$ cat config.mk
export PLATFORM = sky130hd
export DESIGN_NAME = lin_mode_ctrl
export DESIGN_NICKNAME = d
export VERILOG_FILES = /design/src/rtl/lin_mode_pkg.sv /design/src/rtl/lin_en_sync.sv /design/src/rtl/lin_wake_filter.sv /design/src/rtl/lin_mode_fsm.sv /design/src/rtl/lin_pin_stage.sv /design/src/rtl/lin_mode_ctrl.sv
export SDC_FILE = /design/constraint.sdc
export NUM_CORES = 1
export LEC_CHECK = 0
export ABC_AREA = 0
export BUFFER_PORTS_ARGS = -buffer_cell sky130_fd_sc_hd__buf_2
export CORE_ASPECT_RATIO = 1.5
export CORE_MARGIN = 2
export CORE_UTILIZATION = 35
export CTS_CLUSTER_SIZE = 20
export DETAILED_ROUTE_END_ITERATION = 12
export GPL_TIMING_DRIVEN = 1
export PLACE_DENSITY = 0.55
export SLEW_MARGIN = 20
export SYNTH_ARGS = -nofsm -noshare
export SYNTH_HDL_FRONTEND = slang
export SYNTH_HIERARCHICAL = 1
export SYNTH_SLANG_ARGS = --single-unit
$ cat constraint.sdc
create_clock -name clk -period 2.9 [get_ports clk]
set_input_delay 0.145 -clock clk [delete_from_list [all_inputs] [get_ports clk]]
set_output_delay 0.145 -clock clk [all_outputs]
set_load 0.005 [all_outputs]
$ cat src/rtl/lin_mode_pkg.sv
package lin_mode_pkg;

    typedef enum logic [1:0] {
        MODE_PWRUP = 2'd0,
        MODE_STBY  = 2'd1,
        MODE_NORM  = 2'd2,
        MODE_SLEEP = 2'd3
    } mode_e;

    typedef struct packed {
        logic inh;
        logic rxd;
        logic drive;
    } pin_out_t;

    // Mode the enable level asks for from the current mode.
    function automatic mode_e target_mode(mode_e cur, logic en);
        mode_e t;
        case (cur)
            MODE_PWRUP: t = MODE_STBY;
            MODE_STBY:  t = en ? MODE_NORM : MODE_STBY;
            MODE_SLEEP: t = en ? MODE_NORM : MODE_SLEEP;
            default:    t = en ? MODE_NORM : MODE_SLEEP;
        endcase
        return t;
    endfunction

    function automatic int us_to_cyc(int us, int ticks);
        return (us * ticks < 1) ? 1 : us * ticks;
    endfunction

endpackage

$ cat src/rtl/lin_en_sync.sv
module lin_en_sync #(
    parameter int STAGES = 2
) (
    input  logic clk,
    input  logic rst,
    input  logic d_in,
    output logic d_sync
);
    logic [STAGES-1:0] chain;

    generate
        for (genvar i = 0; i < STAGES; i++) begin : g_stage
            if (i == 0) begin : g_first
                always_ff @(posedge clk) begin
                    if (rst) chain[0] <= 1'b0;
                    else     chain[0] <= d_in;
                end
            end else begin : g_next
                always_ff @(posedge clk) begin
                    if (rst) chain[i] <= 1'b0;
                    else     chain[i] <= chain[i-1];
                end
            end
        end
    endgenerate

    assign d_sync = chain[STAGES-1];
endmodule

$ cat src/rtl/lin_wake_filter.sv
module lin_wake_filter #(
    parameter int WAKE_CYC = 600
) (
    input  logic clk,
    input  logic rst,
    input  logic armed,
    input  logic bus_rx,
    output logic wake_p
);
    localparam int CW = $clog2(WAKE_CYC + 1);
    localparam logic [CW-1:0] LAST = CW'(WAKE_CYC - 1);

    logic [CW-1:0] low_cnt;

    always_comb wake_p = armed && !bus_rx && (low_cnt == LAST);

    always_ff @(posedge clk) begin
        if (rst || !armed || bus_rx) low_cnt <= '0;
        else if (!wake_p)            low_cnt <= low_cnt + 1'b1;
    end

    // the filter count never runs past the filter length
    a_r6_filter_bound: assert property (@(posedge clk) disable iff (rst)
        low_cnt <= LAST);

    // a recessive sample restarts the filter
    a_r6_restart: assert property (@(posedge clk) disable iff (rst)
        bus_rx |=> (low_cnt == '0));
endmodule

$ cat src/rtl/lin_mode_fsm.sv
module lin_mode_fsm
    import lin_mode_pkg::*;
#(
    parameter int SW_CYC = 40
) (
    input  logic  clk,
    input  logic  rst,
    input  logic  en_s,
    input  logic  wake_p,
    output mode_e mode,
    output logic  inh,
    output logic  wake_flag
);
    localparam int SW = $clog2(SW_CYC + 1);
    localparam logic [SW-1:0] SW_LAST = SW'(SW_CYC - 1);

    mode_e         tgt;
    logic          pend;
    logic [SW-1:0] sw_cnt;
    logic          do_wake;

    always_comb begin
        tgt     = target_mode(mode, en_s);
        do_wake = wake_p && (mode == MODE_SLEEP);
    end

    always_ff @(posedge clk) begin
        if (rst) begin
            mode      <= MODE_PWRUP;
            inh       <= 1'b1;
            wake_flag <= 1'b0;
            pend      <= 1'b0;
            sw_cnt    <= '0;
        end else if (do_wake) begin
            mode      <= MODE_STBY;
            inh       <= 1'b1;
            wake_flag <= 1'b1;
            pend      <= 1'b0;
            sw_cnt    <= '0;
        end else if (mode == MODE_PWRUP) begin
            mode <= MODE_STBY;
        end else if (tgt != mode) begin
            if (!pend) begin
                pend   <= 1'b1;
                sw_cnt <= '0;
            end else if (sw_cnt == SW_LAST) begin
                mode   <= tgt;
                pend   <= 1'b0;
                sw_cnt <= '0;
                if (tgt == MODE_NORM)  wake_flag <= 1'b0;
                if (tgt == MODE_SLEEP) inh       <= 1'b0;
            end else begin
                sw_cnt <= sw_cnt + 1'b1;
            end
        end else begin
            pend   <= 1'b0;
            sw_cnt <= '0;
        end
    end

    a_r2_timer_bound: assert property (@(posedge clk) disable iff (rst)
        sw_cnt <= SW_LAST);

    // without a running switch request the mode holds
    a_r4_no_unpaced_change: assert property (@(posedge clk) disable iff (rst)
        (!pend && !do_wake && mode != MODE_PWRUP) |=> $stable(mode));

    a_r3_sleep_inh_off: assert property (@(posedge clk) disable iff (rst)
        (mode == MODE_SLEEP) |-> !inh);

    a_r5_wake_to_stby: assert property (@(posedge clk) disable iff (rst)
        do_wake |=> (mode == MODE_STBY && inh && wake_flag));

    a_r7_norm_clears_flag: assert property (@(posedge clk) disable iff (rst)
        (mode == MODE_NORM) |-> !wake_flag);

    a_r11_inh_rise_by_wake: assert property (@(posedge clk) disable iff (rst)
        $rose(inh) |-> ($past(mode) == MODE_SLEEP && $past(wake_p)));
endmodule

$ cat src/rtl/lin_pin_stage.sv
module lin_pin_stage
    import lin_mode_pkg::*;
(
    input  logic     clk,
    input  logic     rst,
    input  mode_e    mode,
    input  logic     inh,
    input  logic     wake_flag,
    input  logic     txd_pin,
    input  logic     bus_rx,
    input  logic     ot_flag,
    output pin_out_t pins
);
    logic in_norm;

    always_comb begin
        in_norm    = (mode == MODE_NORM);
        pins.inh   = inh;
        pins.rxd   = in_norm ? bus_rx : !wake_flag;
        pins.drive = in_norm && !txd_pin && !ot_flag;
    end

    a_r10_no_drive_outside_norm: assert property (@(posedge clk) disable iff (rst)
        !in_norm |-> !pins.drive);

    a_r9_ot_blocks_drive: assert property (@(posedge clk) disable iff (rst)
        ot_flag |-> !pins.drive);

    a_r7_flag_holds_rxd: assert property (@(posedge clk) disable iff (rst)
        (wake_flag && !in_norm) |-> !pins.rxd);
endmodule

$ cat src/rtl/lin_mode_ctrl.sv
module lin_mode_ctrl
    import lin_mode_pkg::*;
#(
    parameter int TICKS_PER_US = 4,
    parameter int WAKE_US      = 150,
    parameter int SWITCH_US    = 10,
    parameter int SYNC_STAGES  = 2
) (
    input  logic       clk,
    input  logic       rst,
    input  logic       en_pin,
    input  logic       txd_pin,
    input  logic       bus_rx,
    input  logic       ot_flag,
    output logic       inh_on,
    output logic       rxd_pin,
    output logic       tx_drive,
    output logic [1:0] mode_o
);
    localparam int WAKE_CYC = us_to_cyc(WAKE_US, TICKS_PER_US);
    localparam int SW_CYC   = us_to_cyc(SWITCH_US, TICKS_PER_US);

    logic     en_s;
    logic     wake_p;
    logic     inh;
    logic     wake_flag;
    mode_e    mode;
    pin_out_t pins;

    lin_en_sync #(.STAGES(SYNC_STAGES)) u_sync (
        .clk(clk), .rst(rst), .d_in(en_pin), .d_sync(en_s)
    );

    lin_wake_filter #(.WAKE_CYC(WAKE_CYC)) u_wake (
        .clk(clk), .rst(rst), .armed(mode == MODE_SLEEP),
        .bus_rx(bus_rx), .wake_p(wake_p)
    );

    lin_mode_fsm #(.SW_CYC(SW_CYC)) u_fsm (
        .clk(clk), .rst(rst), .en_s(en_s), .wake_p(wake_p),
        .mode(mode), .inh(inh), .wake_flag(wake_flag)
    );

    lin_pin_stage u_pins (
        .clk(clk), .rst(rst), .mode(mode), .inh(inh), .wake_flag(wake_flag),
        .txd_pin(txd_pin), .bus_rx(bus_rx), .ot_flag(ot_flag), .pins(pins)
    );

    assign inh_on   = pins.inh;
    assign rxd_pin  = pins.rxd;
    assign tx_drive = pins.drive;
    assign mode_o   = mode;
endmodule

# Yosys cells after proc, flatten, opt, wreduce, memory -nomap -nowiden
# Index checks and enable logic that the tools add are counted.
# word_totals
ff_bits	23
out_inout_bits	5
word_cells	68
# op_classes
addsub	2
eq_ne	9
mux	21
n_bitwise	1
n_reduce_logical	26
# op_table
operator	n
two-way mux 6 bit	3
two-way mux 1 bit	16
adder 10 x 1 -> 10 bit, second input constant	1
equality test 10 bit, second input constant	1
AND reduction 5 bit	2
nonzero test 3 bit	3
equality test 2 bit, second input constant	4
nonzero test 2 bit	4
adder 6 x 1 -> 6 bit, second input constant	1
equality test 6 bit, second input constant	1
AND reduction 3 bit	2
logical AND 1 bit	5
logical NOT 1 bit	5
case mux 2 bit (2 select lines)	1
OR reduction 3 bit	1
equality test 2 x 1 -> 1 bit, second input constant	1
logical NOT 2 bit	1
logical OR 1 bit	2
two-way mux 2 bit	1
!= test 2 x 1 -> 1 bit, second input constant	1
!= test 2 bit	1
OR reduction 2 bit	1
NOT 1 bit	1

# Longest topological paths before layout
# Gate-level depths: netlist of run 1.
# depth
ltp_word	9
depth_mapped	7
ltp_nobuf	7

# By module
# The synthesis of run 1 kept the hierarchy.
# modules_own_cells
mod	instances	cells_each	area_per_inst_um2	seq_area_each_um2
lin_mode_fsm	1	56	506.7	220.2
lin_wake_filter	1	57	483.0	200.2
lin_en_sync	1	4	52.6	40.0
lin_pin_stage	1	5	52.6	0.0
lin_mode_ctrl	1	1	6.3	0.0

# Worst setup path before layout of run 1
# Ideal clock, no wire load.
# synth_timing
kind	reg2reg
start	reg u_wake.low_cnt[5]
end	reg u_fsm.sw_cnt[1]
arrival_ns	1.861
t_required_ns	2.783
slack_ns	0.922
path_stages_with_launch	8
n_path_buf	1
path_cell_list	dfxtp_1 or4_1 buf_2 nor3_1 and2_1 or2_1 a21oi_1 a32o_1
# synth_via
elab_chain_cells	4
# synth_lines
item	line_no	rtl
from (decl)	lin_wake_filter.sv:13	logic [CW-1:0] low_cnt;
from (signal assigned)	lin_wake_filter.sv:19	else if (!wake_p) low_cnt <= low_cnt + 1'b1;
equality test 10 bit	lin_wake_filter.sv:15	always_comb wake_p = armed && !bus_rx && (low_cnt == LAST);
logical AND 1 bit	lin_wake_filter.sv:15	
via wake_p	lin_mode_ctrl.sv:24	logic wake_p;
logical AND 1 bit	lin_mode_fsm.sv:24	do_wake = wake_p && (mode == MODE_SLEEP);
OR reduction 2 bit (no source line)	--	
to (signal assigned)	lin_mode_fsm.sv:53	sw_cnt <= sw_cnt + 1'b1;
to (decl)	lin_mode_fsm.sv:19	logic [SW-1:0] sw_cnt;
# The timed path passes the listed nets, and every way through them passes these cells.
# A chain may end at the register's enable or synchronous reset.

# Final worst setup path of run 1
# Same ends and word-level chain as after synthesis.

==> impl_summary.log, run 1 <==
[metrics] outcome: completed
[metrics] cell internal power dissipation: 429 uW
[metrics] clock network fraction of design power: between 30% and 40%
[metrics] Post-Synthesis Cells: around 120
[metrics] Sw Ratio: 21.1%
[metrics] Final Skew: 0.00742 ns
[metrics] number of antenna-violating nets in the routed design: 0
[metrics] routed vias: 943
[metrics] multi-input gate area in the final layout: 609 um2
[metrics] switching power summed over all nets: between 100 and 150 uW
[metrics] register area: approximately 460 um2
[metrics] Rows: 24
[metrics] part of the total power dissipated in sequential elements: approximately three fifths
[metrics] met1 GRT Util: 15.2%
[metrics] via/cell ratio: 5.45
[metrics] number of clock buffers inserted by TritonCTS: 3
[metrics] number of pins exceeding their max-slew limit in the final report: 0
[metrics] final count of hold timing violations: 0
[metrics] maximum cell stage delay along the critical path: 0.63 ns
[metrics] fill cell count: 318
[metrics] Synth Net Count: 131
[metrics] die boundary width: 49.8 um
[metrics] initial cell density of the core: 37.4%
[metrics] vias in the first global route: 869
[metrics] path category of the worst min-delay check: primary input to flop
[metrics] antenna diode count: 0
[metrics] warning count from the yosys run: 6
[metrics] required time at the endpoint of the critical path: 3.05 ns
[metrics] CTS HTree Levels: 1
[metrics] arrival time at the worst endpoint: 2.33 ns
[metrics] GR Layer Usage met3: 1.84%
[metrics] number of synthesized register bits: 23
[metrics] Pwr Total: 544 uW
[metrics] count of TritonRoute iterations in the first routing pass: 4
[metrics] combinational group share of total power: 4.9%
[metrics] weighted congestion reported at the end of routability-driven placement: between 0.7 and 0.8
[metrics] Distinct cells, synth: 43
[metrics] path depth of the worst reg2reg path: 6
[metrics] final routed wire length divided by cell count: about 12 um
[metrics] post-route DRC violation count: 0
[metrics] total standard cell area after synthesis: ~1100 um2
[metrics] Max clock buf depth: 2
[metrics] number of max-cap violations: 0
[metrics] CTS tree: yes
[metrics] total track usage: 13.4%
[metrics] critical register-to-register path endpoint: u_fsm/sw_cnt[1]$_SDFFE_PP0N_
[metrics] postcts setup bufs: 0
[metrics] buffer cell driving the clock tree root: sky130_fd_sc_hd__clkbuf_8
[metrics] post-layout min period: 2.18 ns
[metrics] maximum clock frequency: ~0.46 GHz
[metrics] cell breakdown of the critical path: or4_1, nor3_1, and2_1, or2_1, a21oi_1, a32o_1
[metrics] leakage dissipation: about 0.4 nW
[metrics] fraction of final layout cells sized beyond drive strength 1: roughly 17%
[metrics] area of the core region: 2940 um2
[metrics] number of DRC violations after detailed-routing iteration 0: 24
[metrics] Most Used Layer, Global Route: met2
[metrics] instance count along the most critical hold path: 2
[metrics] count of boundary I/O pins: 11
[metrics] pin count of the biggest net entering global routing: 13
[metrics] sort of element at the end of the critical path: flop
[metrics] die outline area: 3620 um2
[metrics] GRT overflow: 0
[metrics] setup repair after global routing missed its margin: no
[metrics] y dimension of the die: 72.7 um
[metrics] origin of the critical flop-to-flop path: u_wake/low_cnt[5]$_SDFFE_PP0N_
[metrics] category of the most critical setup path: flop to flop
[metrics] global-route wire length before repair: 3760 um
[metrics] critical path fanouts, max: 6
[metrics] power density normalized to cell area: 444 nW/um2
[metrics] Sum Neg Setup Slack: 0 ns
[metrics] startpoint type of the worst setup path: flop
[metrics] fraction of the yosys area taken by sequential cells: about two fifths
[metrics] total number of nets in the final design: 143
[metrics] clock-pin slew reported for the worst setup and hold paths after clock tree synthesis: approximately 0.08 ns
[metrics] Port Buf Inserts: 10
[metrics] Routed Wire Length: around 2200 um
[metrics] CP max stage cell: sky130_fd_sc_hd__or4_1
[metrics] Slew Limit Headroom: 64.5%
[metrics] setup slack of the most critical reg-to-reg path: 0.72 ns
[metrics] period utilization: about three quarters
[metrics] timing endpoint of the critical path: u_fsm/sw_cnt[1]$_SDFFE_PP0N_
[metrics] worst slew pin tran: 0.533 ns
[metrics] clock insertion delay at the later pin of the skew report: roughly 0.26 ns
[metrics] origin of the worst setup path: u_wake/low_cnt[5]$_SDFFE_PP0N_
[metrics] syn_area_per_cell: 8.95 um2
[metrics] sink count of the clock tree: 23
[metrics] detailed placement HPWL: about 1600 um
[metrics] number of antenna violations at the first check in global routing: 0
[metrics] quantity of hold-fixing buffers added after cts: 0
[metrics] routing usage on met2: 23.7%
[metrics] Resized Gates After CTS: 0
[metrics] Setup Viol. Count Final: 0
[metrics] area growth from synthesis to layout: 11.2%
[metrics] Peak supply drop: 209 uV
## cell usage in the layout, fill, tap and decap left out, types with 2 or more instances in the layout
master	instances
sky130_fd_sc_hd__nand2_1	9
sky130_fd_sc_hd__o21ai_0	8
sky130_fd_sc_hd__o21a_1	3
sky130_fd_sc_hd__nor3_1	4
sky130_fd_sc_hd__o31ai_1	3
sky130_fd_sc_hd__clkbuf_8	3
sky130_fd_sc_hd__dfxtp_1	23
sky130_fd_sc_hd__xor2_1	5
sky130_fd_sc_hd__and2_1	2
sky130_fd_sc_hd__or4_1	3
sky130_fd_sc_hd__nor2b_1	2
sky130_fd_sc_hd__or3_1	3
sky130_fd_sc_hd__ha_1	2
sky130_fd_sc_hd__nand4_1	5
sky130_fd_sc_hd__buf_2	10
sky130_fd_sc_hd__nand3_1	5
sky130_fd_sc_hd__nor2_1	9
sky130_fd_sc_hd__a21oi_1	10
## through the flow
| stage | hold slack, ns | cell area, um2 | instances | utilization (%) | setup slack [ns] |
|---|---|---|---|---|---|
| 2_1_floorplan | 0.214 | 1100 | 123 | - | 0.922 |
| 3_3_place_gp | 0.369 | 1180 | 169 | 40.1 | 0.769 |
| 3_5_place_dp | 0.378 | 1180 | 169 | 40.1 | 0.737 |
| 4_1_cts | 0.101 | 1220 | 173 | 41.6 | 0.728 |
| 5_1_grt | 0.124 | 1220 | 173 | 41.6 | 0.547 |
| 6_report | 0.106 | 1220 | 173 | 41.6 | 0.718 |
## flip-flops by register name, indices dropped and copies added (netlist names)
register,cells
u_wake/low_cnt,10
u_fsm/pend,1
u_fsm/wake_flag,1
u_sync/d_sync,1
u_fsm/mode,2
u_fsm/inh,1
u_fsm/sw_cnt,6
u_sync/chain,1
## synthesized netlist by cell type
cell	count	share of area [%]
sky130_fd_sc_hd__a211oi_1	1	0.68
sky130_fd_sc_hd__o31a_2	1	0.91
sky130_fd_sc_hd__xnor2_1	1	0.80
sky130_fd_sc_hd__inv_1	1	0.34
sky130_fd_sc_hd__a32o_1	1	0.91
sky130_fd_sc_hd__nand4b_1	1	0.80
sky130_fd_sc_hd__dfxtp_1	23	42
sky130_fd_sc_hd__or2_0	1	0.57
sky130_fd_sc_hd__and2_1	2	1.1
sky130_fd_sc_hd__or3_1	3	1.7
sky130_fd_sc_hd__nor2b_1	2	1.1
sky130_fd_sc_hd__buf_2	1	0.45
sky130_fd_sc_hd__buf_6	1	1.0
sky130_fd_sc_hd__nand3b_1	1	0.68
sky130_fd_sc_hd__o31ai_1	3	2.0
sky130_fd_sc_hd__a21oi_1	10	4.5
sky130_fd_sc_hd__buf_4	1	0.68
sky130_fd_sc_hd__xor2_1	5	4.0
sky130_fd_sc_hd__a22o_1	1	0.80
sky130_fd_sc_hd__or2_1	1	0.57
sky130_fd_sc_hd__nand2b_4	1	1.2
sky130_fd_sc_hd__nor2_1	9	3.1
sky130_fd_sc_hd__nand3_1	5	2.3
sky130_fd_sc_hd__a21oi_2	1	0.80
sky130_fd_sc_hd__ha_1	2	2.3
sky130_fd_sc_hd__nor3_2	1	0.91
sky130_fd_sc_hd__or4_1	3	2.0
sky130_fd_sc_hd__nand4_1	5	2.8
sky130_fd_sc_hd__nor3_1	4	1.8
sky130_fd_sc_hd__and4bb_2	1	1.1
sky130_fd_sc_hd__and4b_1	1	0.91
sky130_fd_sc_hd__or3_2	1	0.68
sky130_fd_sc_hd__nand2_1	9	3.1
sky130_fd_sc_hd__clkbuf_1	1	0.34
sky130_fd_sc_hd__and3b_1	1	0.80
sky130_fd_sc_hd__a31o_1	1	0.80
sky130_fd_sc_hd__nor4_1	1	0.57
sky130_fd_sc_hd__nor3b_2	1	1.1
sky130_fd_sc_hd__o21ai_0	8	3.6
sky130_fd_sc_hd__and3_2	1	0.68
sky130_fd_sc_hd__o21a_1	3	2.0
sky130_fd_sc_hd__or3b_2	1	0.80
sky130_fd_sc_hd__and3_1	1	0.57
## power by group through the flow
stage          Sequential (mW)  Combinational, mW  Clock (mW)
3_5_place_dp             0.330             0.0267           0
5_1_grt                  0.323             0.0303       0.218
4_1_cts                  0.322             0.0270       0.205
2_1_floorplan            0.331             0.0160           0
3_3_place_gp             0.330             0.0263           0
6_report                 0.322             0.0269       0.195
## kinds of logic after synthesis
logic type	count (synthesis)	synth area share [%]
xor gates and xnor gates	6	4.77
AOI/OAI and AO/OA	30	17.2
DFF	23	41.8
adders and majority gates	2	2.27
buffers and inverters	5	2.84
and+or+nand+nor	57	31.1
## layer usage
layer  vias up  part of all wire, %
met5         -                    0
met4         0                  1.5
met3         4                  2.7
met2        12                   52
met1       456                   43
li1        471                    -
## cell type report
cell class / count / area share [%]
clock buffers: 4 / 3.68
inverters: 1 / 0.306
multi-input cells: 95 / 49.7
flip-flops and latches: 23 / 37.6
well taps: 39 / 3.98
repair buffers: 11 / 4.70
## critical path, delay by kind of cell (launching register included)
| family | cells | cell delay (ns) |
|---|---|---|
| simple gates | 4 | 1.39 |
| flops | 1 | 0.35 |
| compound gates | 2 | 0.33 |
## worst min path at each step
stage / slack (ns) / end / startpoint
after floorplan: 0.21 / u_fsm/mode[0]$_SDFFE_PP0P_ / rst
after global placement: 0.37 / u_sync/chain[0]$_SDFF_PP0_ / en_pin
after global routing: 0.12 / u_sync/chain[0]$_SDFF_PP0_ / en_pin
final: 0.11 / u_sync/chain[0]$_SDFF_PP0_ / en_pin
after CTS: 0.10 / u_sync/chain[0]$_SDFF_PP0_ / en_pin
after detailed placement: 0.38 / u_sync/chain[0]$_SDFF_PP0_ / en_pin
Power figures use the tool's default switching activity.
==> run 2, diff against run 1 <==
Settings changed: PLACE_DENSITY 0.55 to 0.57.
Clock period 2.9 ns to 2 ns, I/O delays scaled along.
==> impl_summary.log, run 2 (synthesized netlist as in run 1, its figures left out) <==
[metrics] Max clock buf depth: 2
[metrics] commonest cells after routing, fill and taps aside: sky130_fd_sc_hd__dfxtp_1, sky130_fd_sc_hd__buf_2, sky130_fd_sc_hd__a21oi_1
[metrics] worst hold path startpoint: en_pin
[metrics] arrival time at the worst endpoint: 2.00 ns
[metrics] global-route wire length before repair: around 3800 um
[metrics] Rows: 24
[metrics] sort of element at the end of the critical path: flop
[metrics] fraction of final layout cells sized beyond drive strength 1: 22.5%
[metrics] flip-flop count of the largest register, all copies and words added: 10
[metrics] required time at the endpoint of the critical path: 2.15 ns
[metrics] origin of the critical flop-to-flop path: u_wake/low_cnt[7]$_SDFFE_PP0N_
[metrics] Regs by FF count: u_wake/low_cnt x10, u_fsm/sw_cnt x6, u_fsm/mode x2
[metrics] via/cell ratio: between 5 and 6
[metrics] switching power summed over all nets: approximately 160 uW
[metrics] leakage dissipation: 0.447 nW
[metrics] combinational group share of total power: approximately 4.9%
[metrics] initial cell density of the core: around 37%
[metrics] post-route DRC violation count: 0
[metrics] most common cell after layout, fill and taps aside: sky130_fd_sc_hd__dfxtp_1
[metrics] area of all placed cells without fillers: between 1000 and 1500 um2
[metrics] die boundary width: 49.8 um
[metrics] critical path fanouts, max: 5
[metrics] setup repair after global routing missed its margin: no
[metrics] power density normalized to cell area: 610 nW/um2
[metrics] number of DRC violations after detailed-routing iteration 0: 30
[metrics] core utilization of the finished layout: 43.8%
[metrics] vias in the first global route: 901
[metrics] worst hold margin: approximately 0.046 ns
[metrics] origin of the worst setup path: u_wake/low_cnt[7]$_SDFFE_PP0N_
[metrics] number of clock buffers inserted by TritonCTS: 3
[metrics] total track usage: 13.2%
[metrics] outcome: completed
[metrics] die outline area: 3620 um2
[metrics] y dimension of the die: between 70 and 80 um
[metrics] clock network fraction of design power: 35.6%
[metrics] Slew Limit Headroom: 68.3%
[metrics] maximum clock frequency: 0.539 GHz
[metrics] number of max-cap violations: 0
[metrics] Sum Neg Setup Slack: 0 ns
[metrics] number of pins exceeding their max-slew limit in the final report: 0
[metrics] Port Buf Inserts: 10
[metrics] weighted congestion reported at the end of routability-driven placement: 0.811
[metrics] clock insertion delay at the later pin of the skew report: 0.26 ns
[metrics] Area after DPL: 1240 um2
[metrics] period utilization: between 90 and 100%
[metrics] worst slew pin tran: between 0.4 and 0.5 ns
[metrics] total number of nets in the final design: 151
[metrics] count of TritonRoute iterations in the first routing pass: 4
[metrics] part of the total power dissipated in sequential elements: between 50 and 60%
[metrics] CTS HTree Levels: 1
[metrics] area growth from synthesis to layout: 17.2%
[metrics] detailed placement HPWL: 1640 um
[metrics] area of the core region: between 2000 and 3000 um2
[metrics] Pwr Total: 786 uW
[metrics] CTS tree: yes
[metrics] startpoint type of the worst setup path: flop
[metrics] buffer cell driving the clock tree root: sky130_fd_sc_hd__clkbuf_8
[metrics] postcts setup bufs: 0
[metrics] Peak supply drop: approximately 270 uV
[metrics] path category of the worst min-delay check: primary input to flop
[metrics] category of the most critical setup path: flop to flop
[metrics] number of antenna-violating nets in the routed design: 0
[metrics] Setup Viol. Count Final: 0
[metrics] Routed Wire Length: 2170 um
[metrics] routed vias: between 900 and 1000
[metrics] GRT overflow: 0
[metrics] clock-pin slew reported for the worst setup and hold paths after clock tree synthesis: 0.08 ns
[metrics] antenna diode count: 0
[metrics] pin count of the biggest net entering global routing: 13
[metrics] final routed wire length divided by cell count: 12.0 um
[metrics] cell internal power dissipation: 622 uW
[metrics] Most flops, register: u_wake/low_cnt
[metrics] Sw Ratio: roughly a fifth
[metrics] post-layout min period: 1.86 ns
[metrics] Final Skew: between 0.001 and 0.0015 ns
[metrics] number of antenna violations at the first check in global routing: 0
[metrics] sink count of the clock tree: 23
[metrics] final count of hold timing violations: 0
[metrics] count of boundary I/O pins: 11
-- run 2: layer usage --
| metal | wire (um) | global-route usage [%] |
|---|---|---|
| met2 | 1120 | 23.6 |
| met1 | 1010 | 15.2 |
| met3 | 22 | 1.84 |
| met4 | 21 | 6.48 |
| met5 | 0 | 0 |
-- run 2: worst paths after layout --
path | to | slack [ns] | cells past startpoint
worst max-delay path | u_fsm/sw_cnt[3]$_SDFFE_PP0N_ | 0.14 | 6
worst min-delay path | u_sync/chain[0]$_SDFF_PP0_ | 0.05 | 2
worst max register to register | u_fsm/sw_cnt[3]$_SDFFE_PP0N_ | 0.14 | 6
worst min register to register | u_sync/d_sync$_SDFF_PP0_ | 0.44 | 1
-- run 2: power groups by stage --
stage	logic (mW)	registers, mW	clock network [mW]
after CTS	0.0388	0.468	0.294
after global routing	0.0430	0.469	0.307
after detailed placement	0.0387	0.479	0
final	0.0387	0.468	0.280
after global placement	0.0379	0.479	0
after floorplan	0.0232	0.480	0
-- run 2: per-stage QoR --
step,setup WS [ns],std cells
2_1_floorplan,0.0220,123
5_1_grt,0.0193,181
3_3_place_gp,0.117,177
6_report,0.144,181
3_5_place_dp,0.105,177
4_1_cts,0.0843,181
-- run 2: timing repair --
action                                  in CTS  in global routing
endpoints found under the setup margin       0                  5
hold endpoints to repair                     0                  0
resized for setup                            0                  1
hold buffers                                 0                  0
-- run 2: cell type report --
class | count | area, um2
Fill cell | 308 | 1650
Multi-Input combinational cell | 95 | 614
Sequential cell | 23 | 460
Timing Repair Buffer | 19 | 118
Tap cell | 39 | 48.8
Clock buffer | 4 | 45.0
Inverter | 1 | 3.75
-- run 2: critical path: stages, from the launching register on --
cell and delay, ns:
sky130_fd_sc_hd__dfxtp_1 0.34, sky130_fd_sc_hd__or4_1 0.54, sky130_fd_sc_hd__nor3_2 0.21, sky130_fd_sc_hd__and3b_1 0.19, sky130_fd_sc_hd__o21ai_0 0.13, sky130_fd_sc_hd__a31o_1 0.25
sky130_fd_sc_hd__nor3_1 0.08
==> run 3, diff against run 2 <==
Settings changed: CTS_BUF_LIST from default to sky130_fd_sc_hd__clkbuf_8, SKIP_LAST_GASP from default to 1.
==> impl_summary.log, run 3 (synthesized netlist as in run 1, its figures left out) <==
[metrics] outcome: completed
[metrics] required time at the endpoint of the critical path: 2.15 ns
[metrics] met2 wire length: about 1100 um
[metrics] number of clock buffers inserted by TritonCTS: 3
[metrics] clock-pin slew reported for the worst setup and hold paths after clock tree synthesis: 0.08 ns
[metrics] post-layout min period: 1.85 ns
[metrics] Endpoint, Worst Hold: u_sync/chain[0]$_SDFF_PP0_
[metrics] Routed Wire Length: 2170 um
[metrics] number of antenna-violating nets in the routed design: 0
[metrics] fraction of final layout cells sized beyond drive strength 1: 22.5%
[metrics] fill cell count: 308
[metrics] setup slack of the most critical reg-to-reg path: 0.15 ns
[metrics] number of max-cap violations: 0
[metrics] postcts setup bufs: 0
[metrics] period utilization: 92.7%
[metrics] post-route DRC violation count: 0
[metrics] sort of element at the end of the critical path: flop
[metrics] total number of nets in the final design: between 150 and 200
[metrics] CTS HTree Levels: 1
[metrics] Setup Viol. Count Final: 0
[metrics] met1 WL: 999 um
[metrics] path depth of the worst reg2reg path: 6
[metrics] sink count of the clock tree: 23
[metrics] cell breakdown of the critical path: or4_1, nor3_2, and3b_1, o21ai_0, a31o_1, nor3_1
[metrics] worst hold path startpoint: en_pin
[metrics] buffer cell driving the clock tree root: sky130_fd_sc_hd__clkbuf_8
[metrics] final routed wire length divided by cell count: 12.0 um
[metrics] Port Buf Inserts: 10
[metrics] category of the most critical setup path: flop to flop
[metrics] startpoint type of the worst setup path: flop
[metrics] weighted congestion reported at the end of routability-driven placement: 0.811
[metrics] Max clock buf depth: 2
[metrics] most common cell after layout, fill and taps aside: sky130_fd_sc_hd__dfxtp_1
[metrics] flip-flop count of the largest register, all copies and words added: 10
[metrics] detailed route wirelength on metal3: around 24 um
[metrics] CTS tree: yes
[metrics] instance count along the most critical hold path: 2
[metrics] total track usage: 13.2%
[metrics] number of DRC violations after detailed-routing iteration 0: 30
[metrics] initial cell density of the core: 37.4%
[metrics] routed vias: 929
[metrics] number of antenna violations at the first check in global routing: 0
[metrics] Most flops, register: u_wake/low_cnt
[metrics] count of TritonRoute iterations in the first routing pass: 4
[metrics] Resized Gates After CTS: 0
[metrics] area growth from synthesis to layout: 17.2%
[metrics] final count of hold timing violations: 0
[metrics] GRT overflow: 0
[metrics] via/cell ratio: 5.13
[metrics] Peak supply drop: 275 uV
[metrics] final instance count without filler cells: 181
[metrics] Final Skew: 0.00146 ns
[metrics] die boundary width: 49.8 um
[metrics] Area after DPL: 1240 um2
[metrics] leakage dissipation: 0.451 nW
[metrics] commonest cells after routing, fill and taps aside: sky130_fd_sc_hd__dfxtp_1, sky130_fd_sc_hd__buf_2, sky130_fd_sc_hd__a21oi_1
[metrics] global-route wire length before repair: 3760 um
[metrics] y dimension of the die: 72.7 um
[metrics] Sum Neg Setup Slack: 0 ns
[metrics] clock insertion delay at the later pin of the skew report: 0.26 ns
[metrics] antenna diode count: 0
[metrics] critical path fanouts, max: 5
[metrics] origin of the critical flop-to-flop path: u_wake/low_cnt[7]$_SDFFE_PP0N_
[metrics] maximum cell stage delay along the critical path: ~0.54 ns
[metrics] detailed placement HPWL: 1640 um
[metrics] quantity of hold-fixing buffers added after cts: 0
[metrics] pin count of the biggest net entering global routing: 13
[metrics] CP max stage cell: sky130_fd_sc_hd__or4_1
[metrics] setup repair after global routing missed its margin: no
[metrics] Rows: 24
[metrics] die outline area: 3620 um2
[metrics] area of the core region: 2940 um2
[metrics] critical register-to-register path endpoint: u_fsm/sw_cnt[3]$_SDFFE_PP0N_
[metrics] worst slew pin tran: 0.465 ns
[metrics] arrival time at the worst endpoint: roughly 2.0 ns
[metrics] top metal layer carrying routed signals: met4
[metrics] Regs by FF count: u_wake/low_cnt x10, u_fsm/sw_cnt x6, u_fsm/mode x2
[metrics] area of all placed cells without fillers: between 1000 and 1500 um2
[metrics] count of boundary I/O pins: 11
[metrics] number of instances in the placed design: 177
[metrics] maximum clock frequency: 0.539 GHz
[metrics] vias in the first global route: ~900
[metrics] path category of the worst min-delay check: primary input to flop
[metrics] number of pins exceeding their max-slew limit in the final report: 0
[metrics] power density normalized to cell area: 605 nW/um2
[metrics] Slew Limit Headroom: between 60 and 70%
## run 3: critical path: cells and delay by family, from the launching register on
| family | cells | cell delay, ns |
|---|---|---|
| simple gates | 4 | 1.02 |
| compound gates | 2 | 0.38 |
| flops | 1 | 0.34 |
## run 3: layout make-up
| type | instances | area (um2) | share of cell area (%) |
|---|---|---|---|
| multi-input combinational | 95 | 614 | 47.6 |
| tap | 39 | 48.8 | 3.78 |
| inverter | 1 | 3.75 | 0.291 |
| timing repair buffer | 19 | 118 | 9.12 |
| clock buffer | 3 | 41.3 | 3.20 |
| sequential | 23 | 460 | 35.7 |
| clock inverter | 1 | 3.75 | 0.291 |
## run 3: where the power goes
group | switching (mW) | total [mW] | leakage (nW) | internal (mW)
Sequential | 0.00464 | 0.468 | 0.186 | 0.463
Clock | 0.138 | 0.274 | 0.0269 | 0.137
Combinational | 0.0213 | 0.0387 | 0.238 | 0.0174
## run 3: worst max path at each step
stage                     slack, ns  depth (start not counted)                           start                            to
after detailed placement       0.11                          6  u_wake/low_cnt[7]$_SDFFE_PP0N_  u_fsm/sw_cnt[3]$_SDFFE_PP0N_
after global placement         0.12                          6  u_wake/low_cnt[7]$_SDFFE_PP0N_  u_fsm/sw_cnt[3]$_SDFFE_PP0N_
after floorplan                0.02                          7  u_wake/low_cnt[5]$_SDFFE_PP0N_  u_fsm/sw_cnt[1]$_SDFFE_PP0N_
final                          0.15                          6  u_wake/low_cnt[7]$_SDFFE_PP0N_  u_fsm/sw_cnt[3]$_SDFFE_PP0N_
after CTS                      0.08                          6  u_wake/low_cnt[7]$_SDFFE_PP0N_  u_fsm/sw_cnt[3]$_SDFFE_PP0N_
after global routing           0.02                          6  u_wake/low_cnt[7]$_SDFFE_PP0N_  u_fsm/sw_cnt[2]$_SDFFE_PP0N_
## run 3: metal layers
metal,GRT usage (%),vias up
met2,23.6,4
met3,1.84,2
li1,-,489
met4,6.48,0
met1,15.2,434
met5,0,-
## run 3: per-stage QoR
stage                     utilization (%)  hold WS, ns  worst slack (ns)  total power [mW]
final                                43.8       0.0462             0.146             0.781
after detailed placement             42.1        0.317             0.105             0.517
after global placement               42.1        0.320             0.117             0.517
after CTS                            43.7       0.0409            0.0844             0.796
after floorplan                         -        0.169            0.0220             0.503
after global routing                 43.8       0.0473            0.0198             0.814
